<file path="src/rtl/wake_clk_pkg.sv">
package wake_clk_pkg;
  localparam int FW = 4;
  localparam int NSEL = 1 << FW;
  localparam logic [31:0] RST_POLICY = 32'h2000_0000;

  typedef enum logic [2:0] {
    ST_STBY = 3'd0,
    ST_IDLE = 3'd1,
    ST_RUN  = 3'd2,
    ST_IRQ  = 3'd3,
    ST_FIQ  = 3'd4
  } wake_st_e;
endpackage

</file>
<file path="src/rtl/wake_state_prio.sv">
module wake_state_prio
  import wake_clk_pkg::*;
(
  input  logic [3:0] wake_i,
  output wake_st_e   state_o,
  output logic       run_ok_o
);
  always_comb begin
    if (wake_i[3])      state_o = ST_FIQ;
    else if (wake_i[2]) state_o = ST_IRQ;
    else if (wake_i[1]) state_o = ST_RUN;
    else if (wake_i[0]) state_o = ST_IDLE;
    else                state_o = ST_STBY;
  end

  assign run_ok_o = (state_o == ST_RUN) || (state_o == ST_IDLE);

  always_comb begin
    assert_stby_only_zero_R3: assert ((state_o != ST_STBY) || (wake_i == 4'b0000));
  end
endmodule

</file>
<file path="src/rtl/wake_policy_reg.sv">
module wake_policy_reg
  import wake_clk_pkg::*;
#(
  parameter int NUM_SRC   = 9,
  parameter bit HAS_HALF  = 1'b1,
  parameter int PLL_IDX   = 8,
  parameter int ALIAS_IDX = 16,
  parameter int BYP_BIT   = 16
) (
  input  logic          clk_i,
  input  logic          rst_ni,
  input  logic          wr_en_i,
  input  logic [31:0]   wr_data_i,
  input  logic          req_valid_i,
  input  logic [FW:0]   req_idx_i,
  input  wake_st_e      state_i,
  input  logic          run_ok_i,
  output logic [31:0]   policy_o
);
  localparam logic [FW:0] NSRC_W  = (FW+1)'(NUM_SRC);
  localparam logic [FW:0] PLL_W   = (FW+1)'(PLL_IDX);
  localparam logic [FW:0] ALIAS_W = (FW+1)'(ALIAS_IDX);

  logic [31:0] pol_q, pol_d;
  logic [4:0]  off;
  logic        is_alias, idx_ok, req_take;

  assign off      = {state_i, 2'b00};
  assign is_alias = HAS_HALF && (req_idx_i == ALIAS_W);
  assign idx_ok   = (req_idx_i < NSRC_W) || is_alias;
  assign req_take = req_valid_i && !wr_en_i && run_ok_i && idx_ok;

  always_comb begin
    pol_d = pol_q;
    if (wr_en_i) begin
      pol_d = wr_data_i;
    end else if (req_take) begin
      if (is_alias) begin
        pol_d[off +: FW] = PLL_W[FW-1:0];
        pol_d[BYP_BIT]   = 1'b0;
      end else begin
        pol_d[off +: FW] = req_idx_i[FW-1:0];
        if (HAS_HALF && req_idx_i == PLL_W) pol_d[BYP_BIT] = 1'b1;
      end
    end
  end

  always_ff @(posedge clk_i or negedge rst_ni) begin
    if (!rst_ni) pol_q <= RST_POLICY;
    else         pol_q <= pol_d;
  end

  assign policy_o = pol_q;

  assert_wr_wins_R11: assert property (@(posedge clk_i) disable iff (!rst_ni)
    wr_en_i |=> (pol_q == $past(wr_data_i)));
  assert_req_drop_R10: assert property (@(posedge clk_i) disable iff (!rst_ni)
    (!wr_en_i && (!run_ok_i || !idx_ok)) |=> $stable(pol_q));
  assert_alias_clear_R9: assert property (@(posedge clk_i) disable iff (!rst_ni)
    (req_valid_i && !wr_en_i && run_ok_i && is_alias) |=> !pol_q[BYP_BIT]);
endmodule

</file>
<file path="src/rtl/wake_src_map.sv">
module wake_src_map
  import wake_clk_pkg::*;
#(
  parameter int NUM_SRC  = 9,
  parameter bit HAS_HALF = 1'b1,
  parameter int PLL_IDX  = 8
) (
  input  logic [19:0]   fields_i,
  input  logic          byp_i,
  input  wake_st_e      state_i,
  output logic [FW-1:0] idx_o,
  output logic [NSEL-1:0] oh_o,
  output logic          half_o,
  output logic          bad_o
);
  localparam logic [FW:0] NSRC_W = (FW+1)'(NUM_SRC);
  localparam logic [FW-1:0] PLL_W = FW'(PLL_IDX);

  logic [4:0]    off;
  logic [FW-1:0] field;

  assign off    = {state_i, 2'b00};
  assign field  = fields_i[off +: FW];
  assign bad_o  = {1'b0, field} >= NSRC_W;
  assign idx_o  = bad_o ? '0 : field;
  assign oh_o   = NSEL'(1) << idx_o;
  assign half_o = HAS_HALF && !bad_o && (field == PLL_W) && !byp_i;
endmodule

</file>
<file path="src/rtl/wake_clk_sel.sv">
module wake_clk_sel
  import wake_clk_pkg::*;
#(
  parameter int NUM_SRC   = 9,
  parameter bit HAS_HALF  = 1'b1,
  parameter int PLL_IDX   = 8,
  parameter int ALIAS_IDX = 16,
  parameter int BYP_BIT   = 16
) (
  input  logic        clk_i,
  input  logic        rst_ni,
  input  logic        wr_en_i,
  input  logic [31:0] wr_data_i,
  output logic [31:0] rd_data_o,
  input  logic        req_valid_i,
  input  logic [4:0]  req_idx_i,
  output logic [3:0]  sel_idx_o,
  output logic [15:0] sel_oh_o,
  output logic        half_en_o,
  output logic [2:0]  state_o,
  output logic        state_err_o,
  output logic        bad_src_o
);
  logic [31:0]     policy;
  wake_st_e        st;
  logic            run_ok;
  logic [FW-1:0]   m_idx;
  logic [NSEL-1:0] m_oh;
  logic            m_half, m_bad;

  wake_state_prio u_prio (
    .wake_i   (policy[31:28]),
    .state_o  (st),
    .run_ok_o (run_ok)
  );

  wake_policy_reg #(
    .NUM_SRC(NUM_SRC), .HAS_HALF(HAS_HALF), .PLL_IDX(PLL_IDX),
    .ALIAS_IDX(ALIAS_IDX), .BYP_BIT(BYP_BIT)
  ) u_reg (
    .clk_i       (clk_i),
    .rst_ni      (rst_ni),
    .wr_en_i     (wr_en_i),
    .wr_data_i   (wr_data_i),
    .req_valid_i (req_valid_i),
    .req_idx_i   (req_idx_i),
    .state_i     (st),
    .run_ok_i    (run_ok),
    .policy_o    (policy)
  );

  wake_src_map #(
    .NUM_SRC(NUM_SRC), .HAS_HALF(HAS_HALF), .PLL_IDX(PLL_IDX)
  ) u_map (
    .fields_i (policy[19:0]),
    .byp_i    (policy[BYP_BIT]),
    .state_i  (st),
    .idx_o    (m_idx),
    .oh_o     (m_oh),
    .half_o   (m_half),
    .bad_o    (m_bad)
  );

  always_ff @(posedge clk_i or negedge rst_ni) begin
    if (!rst_ni) begin
      sel_idx_o   <= '0;
      sel_oh_o    <= 16'h0001;
      half_en_o   <= 1'b0;
      state_o     <= ST_RUN;
      state_err_o <= 1'b0;
      bad_src_o   <= 1'b0;
    end else begin
      sel_idx_o   <= m_idx;
      sel_oh_o    <= m_oh;
      half_en_o   <= m_half;
      state_o     <= st;
      state_err_o <= !run_ok;
      bad_src_o   <= m_bad;
    end
  end

  assign rd_data_o = policy;

  assert_fiq_follows_R3: assert property (@(posedge clk_i) disable iff (!rst_ni)
    (state_o == ST_FIQ) |-> $past(policy[31]));
  assert_half_pll_R6: assert property (@(posedge clk_i) disable iff (!rst_ni)
    half_en_o |-> (sel_idx_o == 4'(PLL_IDX)) && !bad_src_o);
  assert_err_state_R7: assert property (@(posedge clk_i) disable iff (!rst_ni)
    state_err_o |-> (state_o != ST_RUN) && (state_o != ST_IDLE));
  assert_bad_zero_R5: assert property (@(posedge clk_i) disable iff (!rst_ni)
    bad_src_o |-> (sel_idx_o == 4'd0) && (sel_oh_o == 16'h0001));
endmodule

</file>
<file path="config.mk">
export PLATFORM = sky130hd
export DESIGN_NAME = wake_clk_sel
export DESIGN_NICKNAME = d
export VERILOG_FILES = /design/src/rtl/wake_clk_pkg.sv /design/src/rtl/wake_state_prio.sv /design/src/rtl/wake_policy_reg.sv /design/src/rtl/wake_src_map.sv /design/src/rtl/wake_clk_sel.sv
export SDC_FILE = /design/constraint.sdc
export NUM_CORES = 1
export LEC_CHECK = 0
export CAP_MARGIN = 15
export CORE_UTILIZATION = 46
export CTS_BUF_LIST = sky130_fd_sc_hd__clkbuf_4
export CTS_CLUSTER_DIAMETER = 60
export DETAILED_ROUTE_END_ITERATION = 7
export PLACE_DENSITY = 0.82
export SYNTH_ARGS = -nofsm -noshare
export SYNTH_HDL_FRONTEND = slang
export SYNTH_SLANG_ARGS = --single-unit
</file>
<file path="constraint.sdc">
create_clock -name clk_i -period 3.77 [get_ports clk_i]
set_clock_uncertainty 0.2 [all_clocks]
set_input_delay 0.754 -clock clk_i [delete_from_list [all_inputs] [get_ports clk_i]]
set_output_delay 0.754 -clock clk_i [all_outputs]
set_load 0.02 [all_outputs]
</file>
[Yosys cells after proc, flatten, opt, wreduce, memory -nomap -nowiden]
Cells that the tools add are included.
Word-level totals
  flip-flop bits (word level): 58
  output and inout port bits: 58
  word-level logic and storage cells: 43
  input bits: 41
Operators by class
  multiplexer cells: 11
  eq/ne operators: 5
  shift-type cells: 5
  add/sub/neg operators: 1
  magnitude comparators: 2
  reduce and logical (&&, ||, !) cells: 12
Operators with widths (count)
  32-bit 2-to-1 mux: 3
  32-bit bitwise mux: 2
  4-bit by 7-bit variable shift with 32-bit output, first input constant: 1
  4-bit by 7-bit indexed part select with 32-bit output: 1
  4-bit by 7-bit indexed part select with 32-bit output, first input constant: 1
  20-bit by 6-bit indexed part select with 4-bit output: 1
  1-bit by 4-bit left shift with 16-bit output, first input constant: 1
  3-bit 2-to-1 mux: 3
  5-bit negator with 7-bit output: 1
  5-bit by 4-bit == test with 1-bit output, second input constant: 1
  5-bit == test, second input constant: 1
  1-bit logical AND: 5
  5-bit by 4-bit less-than comparator with 1-bit output, second input constant: 1
  4-bit == test, second input constant: 1
  4-bit >= comparator, second input constant: 1
  1-bit logical NOT: 4
  4-bit 2-to-1 mux: 1
  3-bit by 1-bit == test with 1-bit output, second input constant: 1
  3-bit by 2-bit == test with 1-bit output, second input constant: 1
  1-bit logical OR: 2
  1-bit 2-to-1 mux: 2
  2-bit nonzero test: 1

[Longest topological paths before layout]
Gate-level depths: netlist of run 1.
  depth after elaboration: 11
  depth in mapped cells: 11
  gate-level depth less buffers: 10

[Hierarchy]
A second synthesis of run 1 with hierarchy kept.
Unflattened totals
  cells, all modules: 312
  area total of the unflattened synthesis: 3121.7 µm²
Modules (own cells, without submodules)
  wake_policy_reg: sequential area each 802.0 µm², times used 1, cells each 222, area an instance 1970.6 µm²
  wake_clk_sel: sequential area each 653.1 µm², times used 1, cells each 27, area an instance 656.9 µm²
  wake_src_map: sequential area each 0.0 µm², times used 1, cells each 55, area an instance 451.7 µm²
  wake_state_prio: sequential area each 0.0 µm², times used 1, cells each 8, area an instance 42.5 µm²

[Worst setup path before layout of run 1]
Ideal clock, no wire load.
  path kind: flip-flop to flip-flop
  from: register u_reg.pol_q[29], in the netlist u_reg.policy_o[29]
  to: register u_reg.pol_q[24], in the netlist u_reg.policy_o[24]
  slack: 0.736 ns
  data required time: 3.445 ns
  arrival: 2.709 ns
  buffers on the path: 1
  period minus slack after synthesis: 3.034 ns
  stages on the path, launching flop included: 10
  setup time: 0.125 ns
  path through: dfstp_2 > buf_6 > and2b_1 > o21a_1 > inv_1 > ha_1 > ha_1 > nor4_4 > mux2_2 > mux2_2
Between the ends
  cells in the longest elaborated chain, start to end: 9
  elaborated cells between the ends (all ways): 18
  those cells by class: add/sub (1); eq/ne (2); shift (3); mux (8); reduce/logical (4)
RTL lines
  start: declaration: line wake_policy_reg.sv:24  | logic [31:0] pol_q, pol_d;
  start signal: assignment: line wake_policy_reg.sv:50  | else pol_q <= pol_d;
  3-bit 2-to-1 mux (*): line wake_state_prio.sv:11  | else if (wake_i[1]) state_o = ST_RUN;
  3-bit 2-to-1 mux (*): line wake_state_prio.sv:10  | else if (wake_i[2]) state_o = ST_IRQ;
  3-bit 2-to-1 mux (*): line wake_state_prio.sv:9  | if (wake_i[3]) state_o = ST_FIQ;
  via st[0]: line wake_clk_sel.sv:25  | wake_st_e st;
  5-bit negator with 7-bit output: line wake_policy_reg.sv:39, wake_policy_reg.sv:42
  4-bit by 7-bit indexed part select with 32-bit output (tied with other cells): line wake_policy_reg.sv:42  | pol_d[off +: FW] = req_idx_i[FW-1:0];
  32-bit bitwise mux (on tied branches): line wake_policy_reg.sv:42, wake_policy_reg.sv:39
  32-bit 2-to-1 mux: line wake_policy_reg.sv:38  | if (is_alias) begin
  32-bit 2-to-1 mux: line wake_policy_reg.sv:37  | end else if (req_take) begin
  32-bit 2-to-1 mux: line wake_policy_reg.sv:35  | if (wr_en_i) begin
The timed path passes the listed nets; every way through them passes the cells marked *. The select of a mux whose other input is x is not followed.
A chain may end at the register's enable or synchronous reset.

[Worst setup path in the final report of run 1]
  from: register u_reg.pol_q[29], in the netlist u_reg.policy_o[29]
  to: register u_reg.pol_q[6], in the netlist u_reg.policy_o[6]
The elaborated chain is that of the path after synthesis.

==> qor.csv, run 1 <==
metric,value,unit
outcome,finished clean,
worstPathArrival,3.46,ns
startpoint_type,flip-flop,
clk_root_buffer_cell,clkbuf_4,
number_of_i_o_port_buffers,98,
slew_headroom,0.384,
clock_latency_late_sink,0.40,ns
ios,99,
fp.dieArea,6290,um^2
final_min_period_over_clock_period,0.882,
synthDistinctLibCells,52,
yosysWarningCount,0,
worstReg2RegStart,u_reg.policy_o[29]$_DFFE_PN1P_,
grt_setup_unrepaired,false,
ys.flop_type,dfrtp_1,
number_of_global_route_vias_before_repair,2286,
worst_r2r_path_depth,10,
initial_antenna_violation_count,0,
drive_gt1_frac,0.171,
tritoncts.num_buffers,9,
critical_path_class,reg2reg,
overflow_left_after_global_routing,0,
synth_cells,229,
slew_violations,0,
drt_first_pass_iters,4,
gr-usage-all-layers,0.253,
core,5640,um^2
highest_count_cells_in_the_layout_ignoring_fill_and_taps,"clkdlybuf4s50_1 (96), dfrtp_1 (55), mux2_2 (18), nand2_1 (16), clkbuf_4 (10)",
worstHoldStart,u_reg.policy_o[21]$_DFFE_PN0P_,
finalWeightedCongestion,0.939,
cts_max_path_buffers,2,
syn-cell-area,2750,um^2
timing.critical_path.to_type,flip-flop,
pre_cts_ws,0.363,ns
power.leakage,1.69,nW
maximum_ir_drop_on_the_vdd_rail,0.000235,V
async_flop_share,1.00,
synth_area_per_cell,12.0,um^2
die_width,79.3,um
holdPathStages,1,
dpl.hpwl,5170,um
final_common_cell,clkdlybuf4s50_1,
resize_count_post_cts,0,
global_route_wire_length_before_repair,11700,um
worstMarginPinSlew,0.924,ns
detailedRoute.firstIterationViolations,132,
worstPathRequired,3.91,ns
r2r_setup_slk,0.44,ns
final.setup.tns,0,ns
regToRegEndpoint,u_reg.policy_o[6]$_DFFE_PN0P_,
clock_tree.htree_level_count,3,
clock-sinks,58,
avgViaCountPerCell,5.44,
hold_path_end,u_reg.policy_o[21]$_DFFE_PN0P_,
ys_seq_area_frac,0.529,
synth_enable_flop_cells,0,
num-nets-final,388,
dieHeight,79.3,um
worstPathMaxFanout,11,
max-cap-violations,0,
cts_tree,yes,
synth-seq-cells,58,
hold_class,reg2reg,
wl,7160,um
hold_slack,0.318,ns
max_freq,301,MHz
antenna_cells_inserted,0,
pin_count_of_the_biggest_net_entering_global_routing,54,
min_period,3.33,ns
ant_nets,0,
hold_violations,0,
detail_route.drc_violations,0,
post-route-worst-setup-slack,0.445,ns
start_util,0.487,
via_total_after_detailed_routing,2273,
power-per-cell-area,428,nW/um^2
synthToLayoutAreaGrowth,45.9,%
timing.final.setup_violations,0,
site_row_count,27,
drt-wirelength-per-cell,17.1,um
clkSlewWorstSetupHoldPaths,0.10,ns
## worst max path at each step
stage	startpoint	endpoint	cells past startpoint
after floorplan	u_reg.policy_o[29]$_DFFE_PN1P_	u_reg.policy_o[24]$_DFFE_PN0P_	9
after global placement	req_idx_i[1]	u_reg.policy_o[25]$_DFFE_PN0P_	6
after detailed placement	req_idx_i[1]	u_reg.policy_o[26]$_DFFE_PN0P_	6
after CTS	u_reg.policy_o[29]$_DFFE_PN1P_	u_reg.policy_o[6]$_DFFE_PN0P_	10
after global routing	u_reg.policy_o[29]$_DFFE_PN1P_	u_reg.policy_o[4]$_DFFE_PN0P_	10
final	u_reg.policy_o[29]$_DFFE_PN1P_	u_reg.policy_o[6]$_DFFE_PN0P_	10
## registers in the layout, indices dropped and copies added (netlist names)
name / flops
state_o: 3
bad_src_o: 1
state_err_o: 1
sel_oh_o: 16
half_en_o: 1
u_reg.policy_o: 32
sel_idx_o: 4
## final cells by class
class	instances	area, um^2
Tap cell	72	90.1
Fill cell	400	1630
Multi-Input combinational cell	156	1220
Inverter	9	33.8
Clock inverter	6	81.3
Sequential cell	58	1460
Timing Repair Buffer	107	1050
Clock buffer	10	75.1
## cells by family after synthesis
kind of cell	count (synthesis)	synth area share
buf+inv	21	0.0346
mux	30	0.119
fa+ha+maj	7	0.0323
simple gates	70	0.168
other cells	1	0.00136
xor+xnor	1	0.00319
flops	58	0.529
compound gates	41	0.112
## per-layer routing
metal / track usage / vias up / part of all wire
met5: 0 / - / 0
met4: 0.124 / 0 / 0.026
met3: 0.0494 / 14 / 0.058
met2: 0.388 / 100 / 0.47
met1: 0.342 / 1105 / 0.45
li1: - / 1054 / -
## what timing repair did
item,4_1_cts,5_1_grt
setup buffers,0,0
hold endpoints to repair,0,4
hold buffers,0,1
## worst max-delay path, stage by stage, from the launching register on
cell	delay, ns
dfstp_2	0.67
nor2_1	0.12
nor2_1	0.28
inv_1	0.11
ha_1	0.22
ha_1	0.50
and3b_1	0.24
o211ai_1	0.12
nor4_1	0.54
a22oi_1	0.13
nand2_1	0.11
## metrics by stage
| stage | instances | utilization | cell area [um^2] | total power [W] |
|---|---|---|---|---|
| final | 418 | 0.711 | 4010 | 0.00172 |
| after global routing | 418 | 0.711 | 4010 | 0.00180 |
| after CTS | 416 | 0.706 | 3980 | 0.00172 |
| after detailed placement | 400 | 0.678 | 3820 | 0.00122 |
| after global placement | 400 | 0.678 | 3820 | 0.00121 |
| after floorplan | 235 | - | 2770 | 0.000986 |
## power breakdown
part | internal [W] | switching, W
sequential | 0.000689 | 0.0000408
clock | 0.000272 | 0.000230
combinational | 0.000235 | 0.000249
## cells in the mapped netlist, drive strengths merged, types with 3 or more instances
master	instances	area, um^2
inv	9	33.8
o21a	5	37.5
nand3b	6	45.0
nor3	3	20.0
dfrtp	55	1380
mux2	21	236
mux2i	9	90.1
a21oi	3	15.0
clkbuf	8	30.0
buf	4	31.3
nor3b	8	65.1
dfstp	3	78.8
and3	4	25.0
ha	6	75.1
o21ai	8	40.0
a22oi	4	30.0
nor2	9	33.8
o211ai	3	22.5
a32oi	4	35.0
nor4	5	76.3
a221o	7	70.1
nand2	16	60.1
Power figures use the tool's default switching activity.
==> run 2, diff against run 1 <==
Settings changed: SKIP_LAST_GASP set to 1.
==> results of run 2 <==
The final DEF is identical to that of run 1; final timing and power are the same.
